==> src/rtl/uart_rf_pkg.sv <==
package uart_rf_pkg;

    // Word indices (byte offset / 4) of the registers
    localparam int IDX_CTRL = 0;
    localparam int IDX_MODE = 1;
    localparam int IDX_BGEN = 6;
    localparam int IDX_STAT = 11;
    localparam int IDX_DATA = 12;
    localparam int IDX_BDIV = 13;

    localparam int CTRL_W = 9;
    localparam int MODE_W = 11;
    localparam int BGEN_W = 16;
    localparam int BDIV_W = 8;
    localparam int STAT_W = 12;
    localparam int BYTE_W = 8;

    // Control bit positions
    localparam int CB_RX_RST = 0;
    localparam int CB_TX_RST = 1;
    localparam int CB_RX_EN  = 2;
    localparam int CB_TX_EN  = 4;

    // Status bit positions
    localparam int SB_RX_EMPTY = 1;
    localparam int SB_TX_FULL  = 4;

    typedef enum logic {
        BUS_IDLE = 1'b0,
        BUS_RESP = 1'b1
    } bus_state_e;

endpackage

==> src/rtl/uart_rf_fifo.sv <==
module uart_rf_fifo #(
    parameter int DW    = 8,
    parameter int DEPTH = 4
) (
    input  logic          clk,
    input  logic          rst_n,
    input  logic          flush,
    input  logic          push,
    input  logic [DW-1:0] din,
    input  logic          pop,
    output logic [DW-1:0] dout,
    output logic          full,
    output logic          empty
);
    localparam int PW = (DEPTH > 1) ? $clog2(DEPTH) : 1;
    localparam int CW = $clog2(DEPTH + 1);

    logic [DW-1:0] store [DEPTH];
    logic [PW-1:0] wr_ptr, rd_ptr;
    logic [CW-1:0] count;
    logic          do_push, do_pop;

    function automatic logic [PW-1:0] step(input logic [PW-1:0] p);
        return (p == PW'(DEPTH - 1)) ? '0 : p + 1'b1;
    endfunction

    assign full    = (count == CW'(DEPTH));
    assign empty   = (count == '0);
    assign do_push = push && !full && !flush;
    assign do_pop  = pop && !empty && !flush;
    assign dout    = store[rd_ptr];

    always_ff @(posedge clk) begin
        if (do_push) begin
            store[wr_ptr] <= din;
        end
    end

    always_ff @(posedge clk or negedge rst_n) begin
        if (!rst_n) begin
            wr_ptr <= '0;
            rd_ptr <= '0;
            count  <= '0;
        end else if (flush) begin
            wr_ptr <= '0;
            rd_ptr <= '0;
            count  <= '0;
        end else begin
            if (do_push) wr_ptr <= step(wr_ptr);
            if (do_pop)  rd_ptr <= step(rd_ptr);
            unique case ({do_push, do_pop})
                2'b10:   count <= count + 1'b1;
                2'b01:   count <= count - 1'b1;
                default: count <= count;
            endcase
        end
    end

endmodule

==> src/rtl/uart_rf_cfg.sv <==
module uart_rf_cfg
    import uart_rf_pkg::*;
#(
    parameter int BDIV_RESET = 15
) (
    input  logic              clk,
    input  logic              rst_n,
    input  logic [15:0]       wdata,
    input  logic              ctrl_we,
    input  logic              mode_we,
    input  logic              bgen_we,
    input  logic              bdiv_we,
    output logic [CTRL_W-1:0] ctrl_q,
    output logic [MODE_W-1:0] mode_q,
    output logic [BGEN_W-1:0] bgen_q,
    output logic [BDIV_W-1:0] bdiv_q,
    output logic              tx_flush,
    output logic              rx_flush,
    output logic              tx_rst_pulse,
    output logic              rx_rst_pulse
);
    localparam logic [CTRL_W-1:0] CTRL_KEEP =
        ~((CTRL_W'(1) << CB_TX_RST) | (CTRL_W'(1) << CB_RX_RST));

    assign tx_flush = ctrl_we && wdata[CB_TX_RST];
    assign rx_flush = ctrl_we && wdata[CB_RX_RST];

    always_ff @(posedge clk or negedge rst_n) begin
        if (!rst_n) begin
            ctrl_q       <= '0;
            mode_q       <= '0;
            bgen_q       <= '0;
            bdiv_q       <= BDIV_W'(BDIV_RESET);
            tx_rst_pulse <= 1'b0;
            rx_rst_pulse <= 1'b0;
        end else begin
            if (ctrl_we) ctrl_q <= wdata[CTRL_W-1:0] & CTRL_KEEP;
            if (mode_we) mode_q <= wdata[MODE_W-1:0];
            if (bgen_we) bgen_q <= wdata[BGEN_W-1:0];
            if (bdiv_we) bdiv_q <= wdata[BDIV_W-1:0];
            tx_rst_pulse <= tx_flush;
            rx_rst_pulse <= rx_flush;
        end
    end

endmodule

==> src/rtl/uart_rf_bus.sv <==
module uart_rf_bus
    import uart_rf_pkg::*;
#(
    parameter int AW = 6
) (
    input  logic              clk,
    input  logic              rst_n,
    input  logic              bus_sel,
    input  logic              bus_wr,
    input  logic [AW-1:0]     bus_addr,
    input  logic [CTRL_W-1:0] ctrl_q,
    input  logic [MODE_W-1:0] mode_q,
    input  logic [BGEN_W-1:0] bgen_q,
    input  logic [BDIV_W-1:0] bdiv_q,
    input  logic [STAT_W-1:0] status,
    input  logic [BYTE_W-1:0] rx_head,
    input  logic              rx_empty,
    output logic              ctrl_we,
    output logic              mode_we,
    output logic              bgen_we,
    output logic              bdiv_we,
    output logic              data_we,
    output logic              rx_pop,
    output logic [31:0]       rdata,
    output logic              rvalid
);
    localparam int WIW = AW - 2;

    bus_state_e     state_q, state_d;
    logic [WIW-1:0] widx;
    logic           is_rd, is_wr;
    logic [31:0]    rd_mux;

    assign widx  = bus_addr[AW-1:2];
    assign is_rd = bus_sel && !bus_wr;
    assign is_wr = bus_sel && bus_wr;

    // Write strobes
    assign ctrl_we = is_wr && (int'(widx) == IDX_CTRL);
    assign mode_we = is_wr && (int'(widx) == IDX_MODE);
    assign bgen_we = is_wr && (int'(widx) == IDX_BGEN);
    assign bdiv_we = is_wr && (int'(widx) == IDX_BDIV);
    assign data_we = is_wr && (int'(widx) == IDX_DATA);
    assign rx_pop  = is_rd && (int'(widx) == IDX_DATA) && !rx_empty;

    // Read source selection
    always_comb begin
        rd_mux = '0;
        unique case (int'(widx))
            IDX_CTRL: rd_mux = 32'(ctrl_q);
            IDX_MODE: rd_mux = 32'(mode_q);
            IDX_BGEN: rd_mux = 32'(bgen_q);
            IDX_STAT: rd_mux = 32'(status);
            IDX_DATA: rd_mux = rx_empty ? 32'd0 : 32'(rx_head);
            IDX_BDIV: rd_mux = 32'(bdiv_q);
            default:  rd_mux = '0;
        endcase
    end

    // State register
    always_ff @(posedge clk or negedge rst_n) begin
        if (!rst_n) begin
            state_q <= BUS_IDLE;
        end else begin
            state_q <= state_d;
        end
    end

    // Next state: read-issue, read-chain, read-done
    always_comb begin
        state_d = state_q;
        unique case (state_q)
            BUS_IDLE: state_d = is_rd ? BUS_RESP : BUS_IDLE;
            BUS_RESP: state_d = is_rd ? BUS_RESP : BUS_IDLE;
            default:  state_d = BUS_IDLE;
        endcase
    end

    // Read data capture
    always_ff @(posedge clk or negedge rst_n) begin
        if (!rst_n) begin
            rdata <= '0;
        end else if (is_rd) begin
            rdata <= rd_mux;
        end
    end

    // Outputs of the sequencer
    always_comb begin
        rvalid = 1'b0;
        unique case (state_q)
            BUS_IDLE: rvalid = 1'b0;
            BUS_RESP: rvalid = 1'b1;
            default:  rvalid = 1'b0;
        endcase
    end

endmodule

==> src/rtl/uart_reg_frontend.sv <==
module uart_reg_frontend
    import uart_rf_pkg::*;
#(
    parameter int AW         = 6,
    parameter int FIFO_DEPTH = 4,
    parameter int BDIV_RESET = 15
) (
    input  logic              clk,
    input  logic              rst_n,
    input  logic              bus_sel,
    input  logic              bus_wr,
    input  logic [AW-1:0]     bus_addr,
    input  logic [31:0]       bus_wdata,
    output logic [31:0]       bus_rdata,
    output logic              bus_rvalid,
    output logic              tx_en,
    output logic              rx_en,
    output logic              tx_soft_rst,
    output logic              rx_soft_rst,
    output logic [MODE_W-1:0] cfg_mode,
    output logic [BGEN_W-1:0] cfg_baud_gen,
    output logic [BDIV_W-1:0] cfg_baud_div,
    output logic [BYTE_W-1:0] tx_data,
    output logic              tx_avail,
    input  logic              tx_pop,
    input  logic [BYTE_W-1:0] rx_data,
    input  logic              rx_push,
    output logic              rx_full
);
    logic [CTRL_W-1:0] ctrl_q;
    logic [STAT_W-1:0] status;
    logic [BYTE_W-1:0] rx_head;
    logic ctrl_we, mode_we, bgen_we, bdiv_we, data_we, rx_pop;
    logic tx_flush, rx_flush;
    logic tx_full_w, tx_empty_w, rx_empty_w;

    always_comb begin
        status              = '0;
        status[SB_RX_EMPTY] = rx_empty_w;
        status[SB_TX_FULL]  = tx_full_w;
    end

    assign tx_en    = ctrl_q[CB_TX_EN];
    assign rx_en    = ctrl_q[CB_RX_EN];
    assign tx_avail = !tx_empty_w;

    uart_rf_bus #(.AW(AW)) u_bus (
        .clk      (clk),
        .rst_n    (rst_n),
        .bus_sel  (bus_sel),
        .bus_wr   (bus_wr),
        .bus_addr (bus_addr),
        .ctrl_q   (ctrl_q),
        .mode_q   (cfg_mode),
        .bgen_q   (cfg_baud_gen),
        .bdiv_q   (cfg_baud_div),
        .status   (status),
        .rx_head  (rx_head),
        .rx_empty (rx_empty_w),
        .ctrl_we  (ctrl_we),
        .mode_we  (mode_we),
        .bgen_we  (bgen_we),
        .bdiv_we  (bdiv_we),
        .data_we  (data_we),
        .rx_pop   (rx_pop),
        .rdata    (bus_rdata),
        .rvalid   (bus_rvalid)
    );

    uart_rf_cfg #(.BDIV_RESET(BDIV_RESET)) u_cfg (
        .clk          (clk),
        .rst_n        (rst_n),
        .wdata        (bus_wdata[15:0]),
        .ctrl_we      (ctrl_we),
        .mode_we      (mode_we),
        .bgen_we      (bgen_we),
        .bdiv_we      (bdiv_we),
        .ctrl_q       (ctrl_q),
        .mode_q       (cfg_mode),
        .bgen_q       (cfg_baud_gen),
        .bdiv_q       (cfg_baud_div),
        .tx_flush     (tx_flush),
        .rx_flush     (rx_flush),
        .tx_rst_pulse (tx_soft_rst),
        .rx_rst_pulse (rx_soft_rst)
    );

    uart_rf_fifo #(.DW(BYTE_W), .DEPTH(FIFO_DEPTH)) u_tx_q (
        .clk   (clk),
        .rst_n (rst_n),
        .flush (tx_flush),
        .push  (data_we),
        .din   (bus_wdata[BYTE_W-1:0]),
        .pop   (tx_pop),
        .dout  (tx_data),
        .full  (tx_full_w),
        .empty (tx_empty_w)
    );

    uart_rf_fifo #(.DW(BYTE_W), .DEPTH(FIFO_DEPTH)) u_rx_q (
        .clk   (clk),
        .rst_n (rst_n),
        .flush (rx_flush),
        .push  (rx_push),
        .din   (rx_data),
        .pop   (rx_pop),
        .dout  (rx_head),
        .full  (rx_full),
        .empty (rx_empty_w)
    );

endmodule

==> config.mk <==
export PLATFORM = sky130hd
export DESIGN_NAME = uart_reg_frontend
export DESIGN_NICKNAME = d
export VERILOG_FILES = /design/src/rtl/uart_rf_pkg.sv /design/src/rtl/uart_rf_fifo.sv /design/src/rtl/uart_rf_cfg.sv /design/src/rtl/uart_rf_bus.sv /design/src/rtl/uart_reg_frontend.sv
export SDC_FILE = /design/constraint.sdc
export NUM_CORES = 1
export LEC_CHECK = 0
export ABC_AREA = 1
export CAP_MARGIN = 10
export CORE_AREA = 2 2 106 133
export CTS_BUF_LIST = sky130_fd_sc_hd__clkbuf_4 sky130_fd_sc_hd__clkbuf_8
export DETAILED_ROUTE_END_ITERATION = 12
export DIE_AREA = 0 0 108 135
export PLACE_DENSITY = 0.78
export SYNTH_ARGS = -nofsm -noshare
export SYNTH_HDL_FRONTEND = slang
export SYNTH_SLANG_ARGS = --single-unit
==> constraint.sdc <==
create_clock -name clk -period 1.75 [get_ports clk]
set_input_delay 0.35 -clock clk [delete_from_list [all_inputs] [get_ports clk]]
set_output_delay 0.35 -clock clk [all_outputs]
set_load 0.02 [all_outputs]
# == Word level (Yosys, flattened, before mapping) ==
# Memories as Yosys holds them, arrays and structs flattened.
# Cells that the tools add are included.
# totals
mem_bits_rw,64
output_inout_bits,82
ff_bits,91
memories,2
wordCells,104
# memory_table
name,words,width,read_ports,rd_ports_with_merged_regs,write_ports,line,text
u_rx_q.store,4,8,1,0,1,uart_rf_fifo.sv:18,logic [DW-1:0] store [DEPTH];
u_tx_q.store,4,8,1,0,1,uart_rf_fifo.sv:18,
# op_classes
mux,24
n_addsub,8
eq_ne,19
n_reduce_logical,36
bitwise_logic,1
# ops
operator,n
32-bit case mux with 6 select lines,1
2-bit two-way mux,12
1-bit logical AND,19
4-bit == test (second input constant),4
2-bit == test (second input constant),6
4-bit by 3-bit == test with 1-bit output (second input constant),3
3-bit case mux with 2 select lines,2
2-bit by 1-bit adder with 2-bit output (second input constant),4
4-bit logical NOT,2
8-bit two-way mux,1
2-bit nonzero test,4
1-bit logical NOT,7
3-bit by 1-bit adder with 3-bit output (second input constant),2
3-bit == test (second input constant),2
3-bit logical NOT,2
3-bit two-way mux,2
3-bit nonzero test,2
3-bit by 1-bit subtractor with 3-bit output (second input constant),2
1-bit two-way mux,5
2-bit by 1-bit == test with 1-bit output (second input constant),2
4-bit by 1-bit == test with 1-bit output (second input constant),1
4-bit by 2-bit == test with 1-bit output (second input constant),1
1-bit case mux with 2 select lines,1
1-bit inverter,1

# == Logic depth before layout (Yosys ltp) ==
# Gate-level depths: netlist of run 1.
# depth
depth_word,9
mapped_depth,14
mapped_depth_nobuf,14

# == By module ==
# Synthesis of run 1 repeated with hierarchy kept, for this count alone.
# hier_totals
hier_cells,701
area_unflattened_um2,6478.7
# by_module_without_submodules
module,area_each_um2,n_inst,cells_each
uart_rf_cfg,1716.6,1,188
uart_rf_fifo (u_tx_q),1712.9,1,145
uart_rf_fifo (u_rx_q),1671.6,1,142
uart_rf_bus,1370.1,1,224
uart_reg_frontend,7.5,1,2

# == Worst setup path before layout of run 1 ==
# OpenSTA, ideal clock, no wires.
# synth_timing
path_type,register -> register
start,reg u_rx_q.count[0]
end,reg u_rx_q.count[2]
path_buffers,0
arrival_ns,1.715
slack_ns,-0.082
path_stages_with_launch,14
period_less_slack_ns,1.832
path_cell_list,dfrtp_1 > inv_1 > nand3b_1 > nand2_4 > nor2_8 > nand2_4 > inv_1 > fa_1 > xnor2_1 > inv_1 > nand2_1 > nand2_1 > nand3_1 > nand2_1
# synth_between
elab_chain_len,8
word_cells_on_any_way,16
classes_between,add/sub (2); eq/ne (3); mux (2); reduce/logical (9)
# synth_lines
element,line,text
from (decl),uart_rf_fifo.sv:20,logic [CW-1:0] count;
from (signal assigned),uart_rf_fifo.sv:52,2'b10: count <= count + 1'b1;
from (signal assigned),uart_rf_fifo.sv:53,2'b01: count <= count - 1'b1;
from (signal assigned),uart_rf_fifo.sv:54,default: count <= count;
3-bit logical NOT,uart_rf_fifo.sv:28,assign empty = (count == '0);
1-bit logical NOT,"uart_rf_fifo.sv:30, uart_rf_bus.sv:44",
1-bit logical AND,uart_rf_bus.sv:44,assign rx_pop = is_rd && (int'(widx) == IDX_DATA) && !rx_empty;
1-bit logical AND (2 in series),uart_rf_fifo.sv:30,assign do_pop = pop && !empty && !flush;
2-bit by 1-bit == test with 1-bit output / 2-bit == test (equally long branches),uart_rf_fifo.sv:51,"unique case ({do_push, do_pop})"
3-bit case mux with 2 select lines,uart_rf_fifo.sv:51,
3-bit two-way mux,uart_rf_fifo.sv:44,end else if (flush) begin
# Parallel ways exist; a longest one is shown, timed or not.
# A chain may end at the register's enable or synchronous reset.

# == Worst setup path in the final report of run 1 ==
# layout_timing
start,reg u_tx_q.rd_ptr[0]
end,out tx_data[5]
# layout_between
elab_chain_len,1
# layout_lines
element,line,text
from (decl),uart_rf_fifo.sv:19,"logic [PW-1:0] wr_ptr, rd_ptr;"
from (signal assigned),uart_rf_fifo.sv:50,if (do_pop) rd_ptr <= step(rd_ptr);
memory 4 x 8 bit,--,
to (decl),uart_reg_frontend.sv:23,"output logic [BYTE_W-1:0] tx_data,"
# Every way passes these cells.

==> reports/qor.yml, run 1 <==
die_area_um2: 14600
grt_pass1_vias: 4884
root_buffer: "clkbuf_8"
fillerInstances: 1013
cp.required_ps: 1400
status: "finished with violations"
slew_headroom_pct: 63.1
start_util_pct: 47.3
cts_tree: "done"
peakVddDrop_v: 0.000769
coreArea_um2: 13200
synthCells: 617
drc: 0
min_period_ps: 1930
combPwrFrac_pct: 36.4
switching_share_pct: 35.3
hpwl_mm: 11.2
die_y_um: 135
clk_path_buf_depth: 2
synth.distinct_cells: 42
critPathLaunchType: "flop"
crit_arrival_ps: 1580
clk_latency_ps: 440
synth_compound_area_share_pct: 9.88
hold_class: "in -> async"
worst_pin_slew_ps: 553
seq_power_share_pct: 39.1
pre_cts_ws_ps: -577
numClockSinks: 139
wl_per_cell_um: 16.4
synth_xor_area_share_pct: 0.280
finalHoldViolCount: 0
ant_nets: 0
power.switching_uw: 3940
internal-power_uw: 7220
cap_viol_max_count: 0
holdWs_ps: 363
grt_max_degree: 36
fin_worst_skew_ps: 9.40
drt-total-wl_mm: 16.1
track_usage_pct: 22.1
power.share.clock_pct: 24.5
drv_slew: 0
grt_pass1_wl_mm: 24.7
power-per-cell-area_nw_per_um2: 1310
violations: "setup timing"
rsz0062_at_grt: "true"
num-nets-final: 862
crit_fanout: 8
core.rowCount: 47
setup_tns_ps: -1420
synthMuxAreaShare_pct: 0.900
grt_remaining_overflow: 0
antenna_found_initial: 1
clkTransAtPathRegs_ps: 80
finalCritPeriodShare_pct: 110
total_leakage_power_uw: 0.00407
cts_buffers: 17
setup_viol: 10
synth_top_family_by_area: "simple AND/OR/NAND/NOR gates"
vias: 4972
synthAdderAreaFrac_pct: 2.64
drtPass1Iterations: 5
numPortBuffers: 99
critical_path_class: "reg -> out"
fin_ws_ps: -182
pin_count: 134
n_antenna_cell: 0
place.gp.congestion: 0.877
worst_setup_path_end_kind: "primary output"
ys_ff_latch: 139
drive_gt1_share_pct: 24.5
syn_area_per_cell_um2: 10.1
drt-vias-per-instance: 5.06
htreeDepth: 4
first_iter_violations: 343
syn_area_um2: 6250
ys_seq_area_share_pct: 60.8
yosys_warnings: 0
die_x_um: 108
yosys.area_share.simple_pct: 18.3
timing.fmax_mhz: 518
area_delta_synth_final_pct: 35.9
-- synth_stat cells, drive strengths merged --
cell	number	share of area, %
a22o	2	0.28
or2	2	0.20
a21oi	7	0.62
clkbuf	8	0.50
nand4	1	0.34
nand3b	2	0.24
a31oi	1	0.10
buf	26	2.9
xnor2	1	0.14
inv	58	3.5
edfxtp	64	31
clkinv	1	0.14
dfrtp	71	28
nand2	160	11
dfstp	4	1.7
o22ai	10	1.0
xor2	1	0.14
nand3	16	1.6
a21boi	1	0.18
fa	2	0.64
ha	10	2.0
o31ai	1	0.12
o21ai	94	7.6
conb	1	0.060
nor3	2	0.16
mux2	5	0.90
nor2	66	5.0
-- layout by cell type (no fill, tap or decap), types with 4 or more instances in the layout --
| master | count |
|---|---|
| o21ai_0 | 74 |
| inv_1 | 45 |
| dlygate4sd2_1 | 56 |
| clkdlybuf4s50_1 | 29 |
| mux2_2 | 5 |
| edfxtp_1 | 64 |
| a21oi_1 | 6 |
| nand2_2 | 9 |
| conb_1 | 16 |
| dfrtp_1 | 70 |
| nand3_1 | 12 |
| buf_6 | 7 |
| dfstp_2 | 4 |
| inv_2 | 10 |
| nor2_4 | 7 |
| nand2_1 | 141 |
| buf_4 | 76 |
| o22ai_1 | 8 |
| nor2_2 | 7 |
| nor2_1 | 50 |
| nand2_4 | 10 |
| o21ai_1 | 17 |
| buf_12 | 6 |
| clkbuf_8 | 17 |
| ha_1 | 10 |
-- logic make-up (layout without fill, tap and decap cells) --
group,after synthesis,in the layout
xor+xnor,2,2
buf+inv,93,272
mux,5,5
compound gates,116,116
flops,139,139
simple gates,249,249
fa+ha+maj,12,12
other cells,1,16
-- layer usage --
metal  up-vias  track usage, %  wire length (µm)
met1      2413            26.2              6280
met3        30            4.44               729
met4         2            8.76               297
met2       169            39.3              8800
met5         -               0                11
li1       2358               -                 -
-- state kept, by name, summed over array words and instances (netlist names) --
name	count
u_rx_q.store	32
u_tx_q.store	32
u_bus.rdata	16
u_cfg.bgen_q	16
u_cfg.mode_q	11
u_cfg.bdiv_q	8
u_cfg.ctrl_q	7
u_rx_q.count	3
u_tx_q.count	3
u_rx_q.rd_ptr	2
u_rx_q.wr_ptr	2
u_tx_q.rd_ptr	2
u_tx_q.wr_ptr	2
u_bus.state_q	1
u_cfg.rx_rst_pulse	1
u_cfg.tx_rst_pulse	1
-- through the flow --
stage | instance area, µm² | instances | util, % | total power [µW]
6_report | 8500 | 982 | 64.2 | 11200
3_3_place_gp | 7870 | 932 | 59.5 | 7790
5_1_grt | 8500 | 982 | 64.2 | 11800
2_1_floorplan | 6320 | 632 | - | 6310
4_1_cts | 8280 | 972 | 62.5 | 10700
3_5_place_dp | 7870 | 932 | 59.5 | 7990
-- layout make-up --
class                           instances  area [µm²]  area share (%)
Multi-Input combinational cell        400        2180            25.6
Sequential cell                       139        3800            44.8
Timing Repair Buffer                  181        1650            19.4
Tap cell                              171         214            2.52
Clock buffer                           19         249            2.93
Clock inverter                         13         168            1.97
Inverter                               59         234            2.75
-- path summary, 6_finish.rpt --
check | start | endpoint | slack, ps | depth (start not counted)
max | u_tx_q.rd_ptr[0] | tx_data[5] | -180 | 5
min | rst_n | u_tx_q.count[2] | 360 | 2
max reg2reg | u_rx_q.count[0] | u_rx_q.count[2] | -110 | 13
min reg2reg | u_bus.rdata[10] | u_bus.rdata[10] | 490 | 2
max in group asynchronous | rst_n | u_cfg.bdiv_q[2] | 810 | 3
min in group clk | bus_wdata[9] | u_cfg.mode_q[9] | 490 | 3
-- worst max-delay path, cell delays in order (launching register included) --
cell	delay, ps
dfrtp_2	480
inv_4	120
clkbuf_16	160
nor2_1	40
o22ai_1	170
buf_4	170
-- power groups by stage --
stage	clock, µW	sequential (µW)	combinational [µW]
2_1_floorplan	0	4550	1760
3_3_place_gp	0	4350	3440
3_5_place_dp	0	4390	3600
4_1_cts	2760	4340	3610
5_1_grt	2920	4420	4480
6_report	2730	4370	4070
-- what timing repair did --
action                                  4_1_cts  5_1_grt
pin swaps                                     6       22
hold buffers                                  1        0
gates cloned                                  1        2
endpoints found under the setup margin       69       22
endpoints found under the hold margin        22        0
setup buffers                                 6        8
resized for setup                           117       43
No activity file was read; power rests on OpenSTA's default activity.
==> run 2, diff against run 1 <==
--- a/config.mk
+++ b/config.mk
@@ -7,11 +7,11 @@
 export LEC_CHECK = 0
 export ABC_AREA = 1
 export CAP_MARGIN = 10
-export CORE_AREA = 2 2 106 133
+export CORE_AREA = 2 2 109 137
 export CTS_BUF_LIST = sky130_fd_sc_hd__clkbuf_4 sky130_fd_sc_hd__clkbuf_8
 export DETAILED_ROUTE_END_ITERATION = 12
-export DIE_AREA = 0 0 108 135
-export PLACE_DENSITY = 0.78
+export DIE_AREA = 0 0 111 139
+export PLACE_DENSITY = 0.82
 export SYNTH_ARGS = -nofsm -noshare
 export SYNTH_HDL_FRONTEND = slang
 export SYNTH_SLANG_ARGS = --single-unit
==> reports/qor.yml, run 2 (synthesis results as in run 1) <==
hpwl_mm: 11.2  # -0.80%
drv_slew: 0  # unchanged
cp.depth: 5  # unchanged
final-seq-area_um2: 3800  # about the same
slew_headroom_pct: 63.3  # +0.17 points
htreeDepth: 4  # unchanged
vias: 4940  # -0.64%
finalCritPeriodShare_pct: 107  # -3.8 points
power-per-cell-area_nw_per_um2: 1290  # -2.0%
first_iter_violations: 238  # -31%
worst_setup_path_end_kind: "primary output"
dp_cells: 943  # +1.2%
core.rowCount: 49  # +4.3%
multi_input_area_um2: 2240  # +2.8%
num-nets-final: 858  # -0.46%
pin_count: 134  # unchanged
cp-endpoint: "tx_data[7]"
use_met3_pct: 4.33  # -0.11 points
seq_power_share_pct: 39.7  # +0.6 points
met2_usage_pct: 36.0  # -3.3 points
grt_pass1_wl_mm: 24.3  # -1.6%
drc: 0  # unchanged
reg_top3: "u_rx_q.store: 32 flops, u_tx_q.store: 32 flops"
violations: "setup timing"
track_usage_pct: 19.8  # -2.3 points
reg2reg_slack_ps: -90  # +20 ps
min_period_ps: 1870  # -65.8 ps
final_cell_mix: "143 x nand2_1, 71 x buf_4, 71 x dfrtp_1"
crit_arrival_ps: 1520  # -60 ps
critPathTopFamily: "buffers and inverters"
peakVddDrop_v: 0.000699  # -9.1%
stdcell_count: 985  # +0.31%
antenna_found_initial: 0  # -1
grt_pass1_vias: 5005  # +2.5%
ff2ff_path_depth: 12  # -1
cts_tree: "done"
setup_viol: 9  # -1
n_antenna_cell: 0  # unchanged
fillerInstances: 1134  # +12%
grt_remaining_overflow: 0  # unchanged
numClockSinks: 139  # unchanged
drt-total-wl_mm: 15.3  # -4.8%
clk_latency_ps: 440  # about the same
die_x_um: 111  # +2.8%
clk_path_buf_depth: 2  # unchanged
worst_pin_slew_ps: 551  # -2.56 ps
critPathLaunchType: "flop"
switching_share_pct: 34.9  # -0.38 points
crit_path_start: "u_tx_q.rd_ptr[0]"
critical_path.max_stage_delay_ps: 420  # -60 ps
status: "finished with violations"
die_y_um: 139  # +3.0%
numPortBuffers: 99  # unchanged
reg2reg_to: "u_rx_q.count[2]"
place.gp.congestion: 0.827  # -5.7%
grt_max_degree: 33  # -8.3%
internal-power_uw: 7120  # -1.3%
finalHoldViolCount: 0  # unchanged
total_leakage_power_uw: 0.00411  # +0.81%
die_area_um2: 15400  # +5.8%
critical_path_class: "reg -> out"
hold_class: "in -> async"
fin_ws_ps: -116  # +65.8 ps
ant_nets: 0  # unchanged
drtPass1Iterations: 5  # unchanged
drive_gt1_share_pct: 24.9  # +0.37 points
clkTransAtPathRegs_ps: 70  # about the same
cp.required_ps: 1400  # about the same
combPwrFrac_pct: 36.8  # +0.4 points
drt-vias-per-instance: 5.02  # -0.95%
start_util_pct: 44.2  # -3.1 points
power.switching_uw: 3830  # -2.9%
root_buffer: "clkbuf_8"
fin_worst_skew_ps: 12.4  # +2.95 ps
rsz0062_at_grt: "true"
cp_num_buf_inv: 3  # unchanged
wl_per_cell_um: 15.6  # -5.1%
worstReg2RegStart: "u_rx_q.count[2]"
crit_chain: "inv_2 -> clkbuf_16 -> nor2_1 -> o22ai_1 -> buf_4"
area_delta_synth_final_pct: 36.0  # about the same
cap_viol_max_count: 0  # unchanged
slowest_stage: "dfrtp_1"
cts_buffers: 17  # unchanged
crit_fanout: 5  # -3
coreArea_um2: 14200  # +7.0%
met1_usage_pct: 21.9  # -4.3 points
timing.fmax_mhz: 536  # +3.5%
top_usage_layer: "met2"
pre_cts_ws_ps: -488  # +89.2 ps
power.share.clock_pct: 23.4  # -1.1 points
layout_commonest_cell: "nand2_1"
[run 2: power by group through the flow]
stage / sequential, µW / clock [µW] / combinational [µW]
2_1_floorplan: 4550 / 0 / 1760
3_3_place_gp: 4370 / 0 / 3490
3_5_place_dp: 4380 / 0 / 3600
4_1_cts: 4340 / 2600 / 3610
5_1_grt: 4400 / 2740 / 4430
6_report: 4350 / 2560 / 4030
[run 2: worst min path at each step]
stage	startpoint	end	slack (ps)	cells past startpoint
6_report	rst_n	u_cfg.rx_rst_pulse	320	2
5_1_grt	rst_n	u_rx_q.count[0]	330	2
4_1_cts	rst_n	u_rx_q.wr_ptr[0]	320	2
3_5_place_dp	rst_n	u_rx_q.wr_ptr[0]	240	1
3_3_place_gp	rst_n	u_cfg.rx_rst_pulse	240	1
2_1_floorplan	rst_n	u_bus.rdata[0]	50	0
[run 2: final cells by class]
cell class	instances	area share [%]
Multi-Input combinational cell	400	26.3
Clock buffer	22	3.27
Inverter	59	2.72
Timing Repair Buffer	177	18.9
Tap cell	178	2.62
Sequential cell	139	44.7
Clock inverter	10	1.40
[run 2: repair_timing]
item	in CTS	in global routing
endpoints found under the setup margin	66	16
hold buffers	1	0
pin swaps	9	16
endpoints found under the hold margin	13	0
gates resized for setup	123	49
cloned	0	1
buffers inserted	4	4
[run 2: layer usage]
| layer | wire length, µm | up-vias |
|---|---|---|
| met1 | 5780 | 2378 |
| li1 | - | 2350 |
| met4 | 588 | 0 |
| met3 | 790 | 46 |
| met5 | 0 | - |
| met2 | 8180 | 166 |
[run 2: per-stage QoR]
| stage | area, µm² | setup TNS (ps) | total power [µW] | utilization (%) | hold WS [ps] |
|---|---|---|---|---|---|
| after floorplan | 6320 | -2.53 | 6310 | - | 54.4 |
| after global placement | 7890 | -27950 | 7860 | 55.7 | 239 |
| after detailed placement | 7890 | -32410 | 7980 | 55.7 | 238 |
| after CTS | 8280 | -547 | 10500 | 58.5 | 317 |
| after global routing | 8510 | -1480 | 11600 | 60.1 | 332 |
| final | 8510 | -815 | 11000 | 60.1 | 319 |
